==> src/rtl/tpwm_pkg.sv <==
`timescale 1ns/1ps
package tpwm_pkg;
  // control word: bit0 enable, bit1 start level high, bit2 abrupt stop
  typedef struct packed {
    logic abrupt;
    logic init_hi;
    logic pwm_en;
  } tpwm_ctrl_t;

  localparam logic [1:0] OFS_CNT  = 2'd0;
  localparam logic [1:0] OFS_DUTY = 2'd1;
  localparam logic [1:0] OFS_PER  = 2'd2;
  localparam logic [1:0] OFS_CTRL = 2'd3;

  localparam logic [1:0] SH_SET  = 2'd0;
  localparam logic [1:0] SH_CLR  = 2'd1;
  localparam logic [1:0] SH_RUN  = 2'd2;
  localparam logic [1:0] SH_FLAG = 2'd3;
endpackage

==> src/rtl/tpwm_chan.sv <==
`timescale 1ns/1ps
module tpwm_chan
  import tpwm_pkg::*;
#(
  parameter int CW = 16
) (
  input  logic          clk,
  input  logic          rst,
  input  logic          tick,
  input  logic          wr_cnt,
  input  logic          wr_duty,
  input  logic          wr_per,
  input  logic          wr_ctrl,
  input  logic [CW-1:0] wdata,
  input  logic          run_set,
  input  logic          run_clr,
  input  logic          flag_clr,
  output logic [CW-1:0] cnt_q,
  output logic [CW-1:0] duty_q,
  output logic [CW-1:0] per_q,
  output tpwm_ctrl_t    ctrl_q,
  output logic          run_q,
  output logic          pin_q,
  output logic          flag_q
);
  logic stop_pend;
  logic at_end;
  logic active;

  assign at_end = run_q && tick && (cnt_q == per_q);
  assign active = (duty_q <= per_q) && (cnt_q >= duty_q) && (cnt_q <= per_q);

  always_ff @(posedge clk) begin
    if (rst) begin
      cnt_q     <= '0;
      duty_q    <= '0;
      per_q     <= '0;
      ctrl_q    <= '0;
      run_q     <= 1'b0;
      stop_pend <= 1'b0;
      flag_q    <= 1'b0;
      pin_q     <= 1'b0;
    end else begin
      if (wr_duty) duty_q <= wdata;
      if (wr_per)  per_q  <= wdata;
      if (wr_ctrl) ctrl_q <= tpwm_ctrl_t'(wdata[2:0]);

      if (wr_cnt)
        cnt_q <= wdata;
      else if (run_q && tick)
        cnt_q <= at_end ? '0 : cnt_q + 1'b1;

      if (run_set) begin
        run_q     <= 1'b1;
        stop_pend <= 1'b0;
      end else if (run_clr && run_q) begin
        if (ctrl_q.abrupt) begin
          run_q     <= 1'b0;
          stop_pend <= 1'b0;
        end else begin
          stop_pend <= 1'b1;
        end
      end else if (at_end && stop_pend) begin
        run_q     <= 1'b0;
        stop_pend <= 1'b0;
      end

      if (at_end)        flag_q <= 1'b1;
      else if (flag_clr) flag_q <= 1'b0;

      pin_q <= (ctrl_q.pwm_en && run_q && active) ? ~ctrl_q.init_hi : ctrl_q.init_hi;
    end
  end


  cnt_hold_chk: assert property (@(posedge clk) disable iff (rst)
    (!wr_cnt && !(run_q && tick)) |=> $stable(cnt_q));

  wrap_zero_chk: assert property (@(posedge clk) disable iff (rst)
    (run_q && tick && (cnt_q == per_q) && !wr_cnt) |=> (cnt_q == '0));

  duty_over_chk: assert property (@(posedge clk) disable iff (rst)
    (duty_q > per_q) |=> (pin_q == $past(ctrl_q.init_hi)));

  idle_level_chk: assert property (@(posedge clk) disable iff (rst)
    !(ctrl_q.pwm_en && run_q) |=> (pin_q == $past(ctrl_q.init_hi)));

  set_start_chk: assert property (@(posedge clk) disable iff (rst)
    run_set |=> run_q);

  abrupt_stop_chk: assert property (@(posedge clk) disable iff (rst)
    (run_clr && !run_set && ctrl_q.abrupt) |=> !run_q);

  graceful_hold_chk: assert property (@(posedge clk) disable iff (rst)
    (run_q && run_clr && !run_set && !ctrl_q.abrupt && !(tick && (cnt_q == per_q))) |=> run_q);

  flag_sticky_chk: assert property (@(posedge clk) disable iff (rst)
    (flag_q && !flag_clr) |=> flag_q);
endmodule

==> src/rtl/tpwm_regif.sv <==
`timescale 1ns/1ps
module tpwm_regif
  import tpwm_pkg::*;
#(
  parameter int NCH = 8,
  parameter int CW  = 16,
  parameter int AW  = 6
) (
  input  logic                    clk,
  input  logic                    rst,
  input  logic                    bus_wr,
  input  logic                    bus_rd,
  input  logic [AW-1:0]           bus_addr,
  input  logic [CW-1:0]           bus_wdata,
  output logic [CW-1:0]           bus_rdata,
  input  logic [NCH-1:0][CW-1:0]  cnt_all,
  input  logic [NCH-1:0][CW-1:0]  duty_all,
  input  logic [NCH-1:0][CW-1:0]  per_all,
  input  logic [NCH-1:0][2:0]     ctrl_all,
  input  logic [NCH-1:0]          run_all,
  input  logic [NCH-1:0]          flag_all,
  output logic [NCH-1:0]          wr_cnt,
  output logic [NCH-1:0]          wr_duty,
  output logic [NCH-1:0]          wr_per,
  output logic [NCH-1:0]          wr_ctrl,
  output logic [NCH-1:0]          run_set,
  output logic [NCH-1:0]          run_clr,
  output logic [NCH-1:0]          flag_clr
);
  localparam int IW = AW - 2;
  localparam int SW = (NCH > 1) ? $clog2(NCH) : 1;
  localparam logic [IW-1:0] SH_IDX = IW'(NCH);

  logic [IW-1:0] idx;
  logic [1:0]    ofs;
  logic [SW-1:0] sel;
  logic          is_sh;

  assign idx   = bus_addr[AW-1:2];
  assign ofs   = bus_addr[1:0];
  assign sel   = idx[SW-1:0];
  assign is_sh = (idx == SH_IDX);

  for (genvar i = 0; i < NCH; i++) begin : g_dec
    localparam logic [IW-1:0] MY_IDX = IW'(i);
    logic hit;
    assign hit        = bus_wr && (idx == MY_IDX);
    assign wr_cnt[i]  = hit && (ofs == OFS_CNT);
    assign wr_duty[i] = hit && (ofs == OFS_DUTY);
    assign wr_per[i]  = hit && (ofs == OFS_PER);
    assign wr_ctrl[i] = hit && (ofs == OFS_CTRL);
  end

  assign run_set  = (bus_wr && is_sh && ofs == SH_SET)  ? bus_wdata[NCH-1:0] : '0;
  assign run_clr  = (bus_wr && is_sh && ofs == SH_CLR)  ? bus_wdata[NCH-1:0] : '0;
  assign flag_clr = (bus_wr && is_sh && ofs == SH_FLAG) ? bus_wdata[NCH-1:0] : '0;

  always_ff @(posedge clk) begin
    if (rst) begin
      bus_rdata <= '0;
    end else if (bus_rd) begin
      bus_rdata <= '0;
      if (is_sh) begin
        case (ofs)
          SH_RUN:  bus_rdata <= CW'(run_all);
          SH_FLAG: bus_rdata <= CW'(flag_all);
          default: bus_rdata <= '0;
        endcase
      end else if (idx < SH_IDX) begin
        case (ofs)
          OFS_CNT:  bus_rdata <= cnt_all[sel];
          OFS_DUTY: bus_rdata <= duty_all[sel];
          OFS_PER:  bus_rdata <= per_all[sel];
          default:  bus_rdata <= CW'(ctrl_all[sel]);
        endcase
      end
    end
  end
endmodule

==> src/rtl/tpwm_bank.sv <==
`timescale 1ns/1ps
module tpwm_bank
  import tpwm_pkg::*;
#(
  parameter int NCH = 8,
  parameter int CW  = 16,
  parameter int AW  = $clog2(4 * NCH + 4)
) (
  input  logic           clk,
  input  logic           rst,
  input  logic           bus_wr,
  input  logic           bus_rd,
  input  logic [AW-1:0]  bus_addr,
  input  logic [CW-1:0]  bus_wdata,
  output logic [CW-1:0]  bus_rdata,
  input  logic [NCH-1:0] tick,
  output logic [NCH-1:0] pwm_out,
  output logic [NCH-1:0] period_flag
);
  logic [NCH-1:0][CW-1:0] cnt_all;
  logic [NCH-1:0][CW-1:0] duty_all;
  logic [NCH-1:0][CW-1:0] per_all;
  logic [NCH-1:0][2:0]    ctrl_all;
  logic [NCH-1:0]         run_all;
  logic [NCH-1:0]         wr_cnt, wr_duty, wr_per, wr_ctrl;
  logic [NCH-1:0]         run_set, run_clr, flag_clr;

  tpwm_regif #(.NCH(NCH), .CW(CW), .AW(AW)) u_regif (
    .clk      (clk),
    .rst      (rst),
    .bus_wr   (bus_wr),
    .bus_rd   (bus_rd),
    .bus_addr (bus_addr),
    .bus_wdata(bus_wdata),
    .bus_rdata(bus_rdata),
    .cnt_all  (cnt_all),
    .duty_all (duty_all),
    .per_all  (per_all),
    .ctrl_all (ctrl_all),
    .run_all  (run_all),
    .flag_all (period_flag),
    .wr_cnt   (wr_cnt),
    .wr_duty  (wr_duty),
    .wr_per   (wr_per),
    .wr_ctrl  (wr_ctrl),
    .run_set  (run_set),
    .run_clr  (run_clr),
    .flag_clr (flag_clr)
  );

  for (genvar i = 0; i < NCH; i++) begin : g_ch
    tpwm_ctrl_t ctrl_i;
    assign ctrl_all[i] = ctrl_i;
    tpwm_chan #(.CW(CW)) u_ch (
      .clk     (clk),
      .rst     (rst),
      .tick    (tick[i]),
      .wr_cnt  (wr_cnt[i]),
      .wr_duty (wr_duty[i]),
      .wr_per  (wr_per[i]),
      .wr_ctrl (wr_ctrl[i]),
      .wdata   (bus_wdata),
      .run_set (run_set[i]),
      .run_clr (run_clr[i]),
      .flag_clr(flag_clr[i]),
      .cnt_q   (cnt_all[i]),
      .duty_q  (duty_all[i]),
      .per_q   (per_all[i]),
      .ctrl_q  (ctrl_i),
      .run_q   (run_all[i]),
      .pin_q   (pwm_out[i]),
      .flag_q  (period_flag[i])
    );
  end
endmodule

==> config.mk <==
export PLATFORM = sky130hd
export DESIGN_NAME = tpwm_bank
export DESIGN_NICKNAME = d
export VERILOG_FILES = /design/src/rtl/tpwm_pkg.sv /design/src/rtl/tpwm_chan.sv /design/src/rtl/tpwm_regif.sv /design/src/rtl/tpwm_bank.sv
export SDC_FILE = /design/constraint.sdc
export NUM_CORES = 2
export LEC_CHECK = 0
export BUFFER_PORTS_ARGS = -buffer_cell sky130_fd_sc_hd__buf_4
export CAP_MARGIN = 20
export CORE_UTILIZATION = 45
export DETAILED_ROUTE_END_ITERATION = 12
export HOLD_SLACK_MARGIN = 0.03
export SYNTH_ARGS = -nofsm -noshare
export SYNTH_HDL_FRONTEND = slang
export SYNTH_SLANG_ARGS = --single-unit
==> constraint.sdc <==
create_clock -name clk -period 3.55 [get_ports clk]
set_clock_uncertainty 0.2 [all_clocks]
set_input_delay 0.71 -clock clk [delete_from_list [all_inputs] [get_ports clk]]
set_output_delay 0.71 -clock clk [all_outputs]
set_load 0.1 [all_outputs]
==> results.toml <==
[logic_synthesis]
ys.flop_type = "dfxtp_1"
ys_seq_area_frac = 0.285
synth-simple-area-share = 0.209
yosys.area.top_type = "dfxtp_1"
syn_area_per_cell_um2 = 7.83
synth_async_sr_flop_share = 0
synth_enable_flop_cells = 0
synth_top_cell_area_share = 0.285
synth_compound_area_frac = 0.183
synth_mux_area_frac = 0.0807
synth_xor_area_frac = 0.0208
synth-seq-cells = 456
synth_fa_ha_area_frac = 0.153
syn_nets = 4518
synth_top_cells_by_area = "dfxtp_1 28%, ha_1 15%, nand2_1 9.2%"
yosysWarnings = 0
synth_top_family_by_area = "simple AND/OR/NAND/NOR gates"
postSynthCellCount = 4092
netlist_area_mm2 = 0.0320
synth_cell_types = 83

[detailed_routing]
first_pass_iters = 5
wl_um = 139000
antenna_left = 0
via_per_inst = 6.22
drcViolationCount = 0
num_vias = 32000
routedWlPerCell_um = 27.1
drt-initial-drc-count = 4361

[global_routing]
grt_pass1_wl_um = 200000
grt_pass1_vias = 28400
grt_max_degree = 79
antenna_found_initial = 8
grt_use_total = 0.382
grt-ovfl-total = 0

[power_and_ir_drop]
leakage_nw = 13.9
power_density_mw_per_mm2 = 346
ir_drop_mv = 0.371

[cells_and_area]
nNetsFinal = 4575
fill_cells = 6741
layout.cells.non_filler = 5134
syn2layout_area_growth_pct = 12.0
drive_gt1_frac = 0.109

[sta]
period_share = 0.882
slew_headroom = 0.489
tightest_slew_ns = 0.764
period_needed_ns = 3.13
finalSetupViolCount = 0
hold_viol = 0
rsz0062_at_grt = "no"
setup_tns_ns = 0
fmax_ghz = 0.319
drv_slew = 0

[cts]
root_buffer = "clkbuf_16"
clkSlewWorstSetupHoldPaths_ns = 0.06
cts_max_level = 2
postCtsSetupBuffers = 0
clock_latency_ns = 0.64
cts_resized = 0
cts.hold.buffers_added = 0
cts_tree = "yes"
clock-sinks = 456
cts_buffers = 55
ctsLongestPathBuffers = 3

[placement]
place_congestion = 1.05
io_buffers = 65
dpl.cell_count = 5030
hpwl_um = 105000

[worst_setup_path]
critPathLaunchType = "register"
critical-path-max-stage-delay_ns = 0.52
crit_family = "simple AND/OR/NAND/NOR gates"
critical_path_class = "reg -> reg"
endpoint_kind = "register"
crit_path_max_fanout = 8
path_common_cell = "nor3_1"
crit_buf_inv = 1
cp.required_ns = 3.85
crit_arrival_ns = 3.44
critPathSlowestCell = "nor2_1"
path_cells = "inv_1 > ha_1 > nand4_1 > nor3_1 > nand2_1 > nor2_1 > o21ai_0 > a221oi_1 > nor3_1"

[status]
status = "finished, final reports clean"

[die]
die-area_mm2 = 0.0723
num_io_pins = 66
rows = 97
die-width_um = 269
coreArea_mm2 = 0.0703
die_h_um = 269
start_util = 0.456

[run]
cap_viol_max_count = 0

[hold_path]
min_path_type = "in -> reg"
[metrics by stage]
stage / total power (W) / utilization / worst slack, ns / hold slack [ns] / cell area, um2
floorplan: 0.00595 / - / 0.995 / 0.236 / 32000
global placement: 0.00639 / 0.483 / 0.278 / 0.242 / 34000
detailed placement: 0.00639 / 0.483 / 0.285 / 0.247 / 34000
CTS: 0.0124 / 0.510 / 0.469 / 0.147 / 35900
global route: 0.0127 / 0.511 / 0.219 / 0.169 / 35900
finish: 0.0124 / 0.511 / 0.418 / 0.177 / 35900
[cell usage after synthesis (all sizes together), types with 20 or more instances]
cell type  instances
nand2            789
a21oi            496
dfxtp            456
ha               392
nor2             311
inv              284
clkbuf           146
o21ai            131
nand3            111
nand4            106
buf               85
a22oi             75
mux4              70
mux2i             66
nor3              64
a21o              61
xnor2             42
a211oi            40
xor2              34
mux2              31
a221oi            22
nor4              22
nor2b             20
[power by group]
group / switching [W] / leakage [nW] / internal (W) / total [W]
clock: 0.00246 / 0.930 / 0.00363 / 0.00609
combinational: 0.000785 / 9.29 / 0.000333 / 0.00112
sequential: 0.0000600 / 3.67 / 0.00515 / 0.00521
[final cells by class]
cell class / instances / area, um2 / area share
flip-flops and latches: 456 / 9130 / 0.254
inverters: 284 / 1070 / 0.0297
diodes: 4 / 10.0 / 0.000279
clock inverters: 27 / 348 / 0.00969
repair buffers: 231 / 1870 / 0.0522
multi-input cells: 3121 / 20700 / 0.578
clock buffers: 71 / 1550 / 0.0432
well taps: 940 / 1180 / 0.0328
[placed cells by master, fill, tap and decap left out, types with 16 or more instances in the layout]
cell / instances
nor4_1: 19
a21oi_1: 493
and3_1: 19
mux2i_1: 66
nor3_1: 57
ha_1: 392
nor2b_1: 20
mux4_2: 70
mux2_2: 31
nand3_1: 108
dfxtp_1: 456
nand2_1: 789
a221oi_1: 22
nand4_1: 105
nor2_1: 306
buf_4: 218
a211oi_1: 40
o21ai_0: 127
a21o_1: 61
xnor2_1: 42
a22oi_1: 75
clkbuf_16: 57
xor2_1: 34
inv_1: 284
a2111oi_0: 16
a31oi_1: 17
[flip-flops by register name, indices dropped and copies added, names as in the netlist]
| signal | cells |
|---|---|
| g_ch.u_ch.pin_q | 8 |
| g_ch.u_ch.ctrl_q | 24 |
| u_regif.bus_rdata | 16 |
| g_ch.u_ch.stop_pend | 8 |
| g_ch.u_ch.cnt_q | 128 |
| g_ch.u_ch.run_q | 8 |
| g_ch.u_ch.per_q | 128 |
| g_ch.u_ch.duty_q | 128 |
| g_ch.u_ch.flag_q | 8 |
[layer usage]
layer | GRT usage | up-vias | wire (um)
met2 | 0.526 | 1783 | 54600
met5 | 0 | - | 0
li1 | - | 14600 | -
met1 | 0.560 | 15300 | 61800
met4 | 0.172 | 0 | 6900
met3 | 0.0822 | 275 | 16100
[final timing paths]
check,startpoint,slack (ns),cells past startpoint,to
setup / recovery,g_ch[3].u_ch.per_q[14]$_SDFFE_PP0P_,0.42,9,g_ch[3].u_ch.cnt_q[15]$_SDFFE_PP0P_
hold / removal,bus_rd,0.18,2,u_regif.bus_rdata[3]$_SDFFE_PP0P_
setup reg to reg,g_ch[3].u_ch.per_q[14]$_SDFFE_PP0P_,0.42,9,g_ch[3].u_ch.cnt_q[15]$_SDFFE_PP0P_
hold reg to reg,g_ch[0].u_ch.per_q[2]$_SDFFE_PP0P_,0.25,2,g_ch[0].u_ch.per_q[2]$_SDFFE_PP0P_
[cells by family (layout without fill, tap and decap cells)]
kind of cell / after synthesis / in the layout
other: 0 / 4
multiplexers: 167 / 167
adder cells (fa/ha/maj): 392 / 392
flip-flops: 456 / 456
XOR/XNOR: 76 / 76
AO/OA/AOI/OAI: 973 / 973
AND/OR/NAND/NOR: 1513 / 1513
buffers and inverters: 515 / 613
Note: power is estimated with default switching activity, not from simulation.
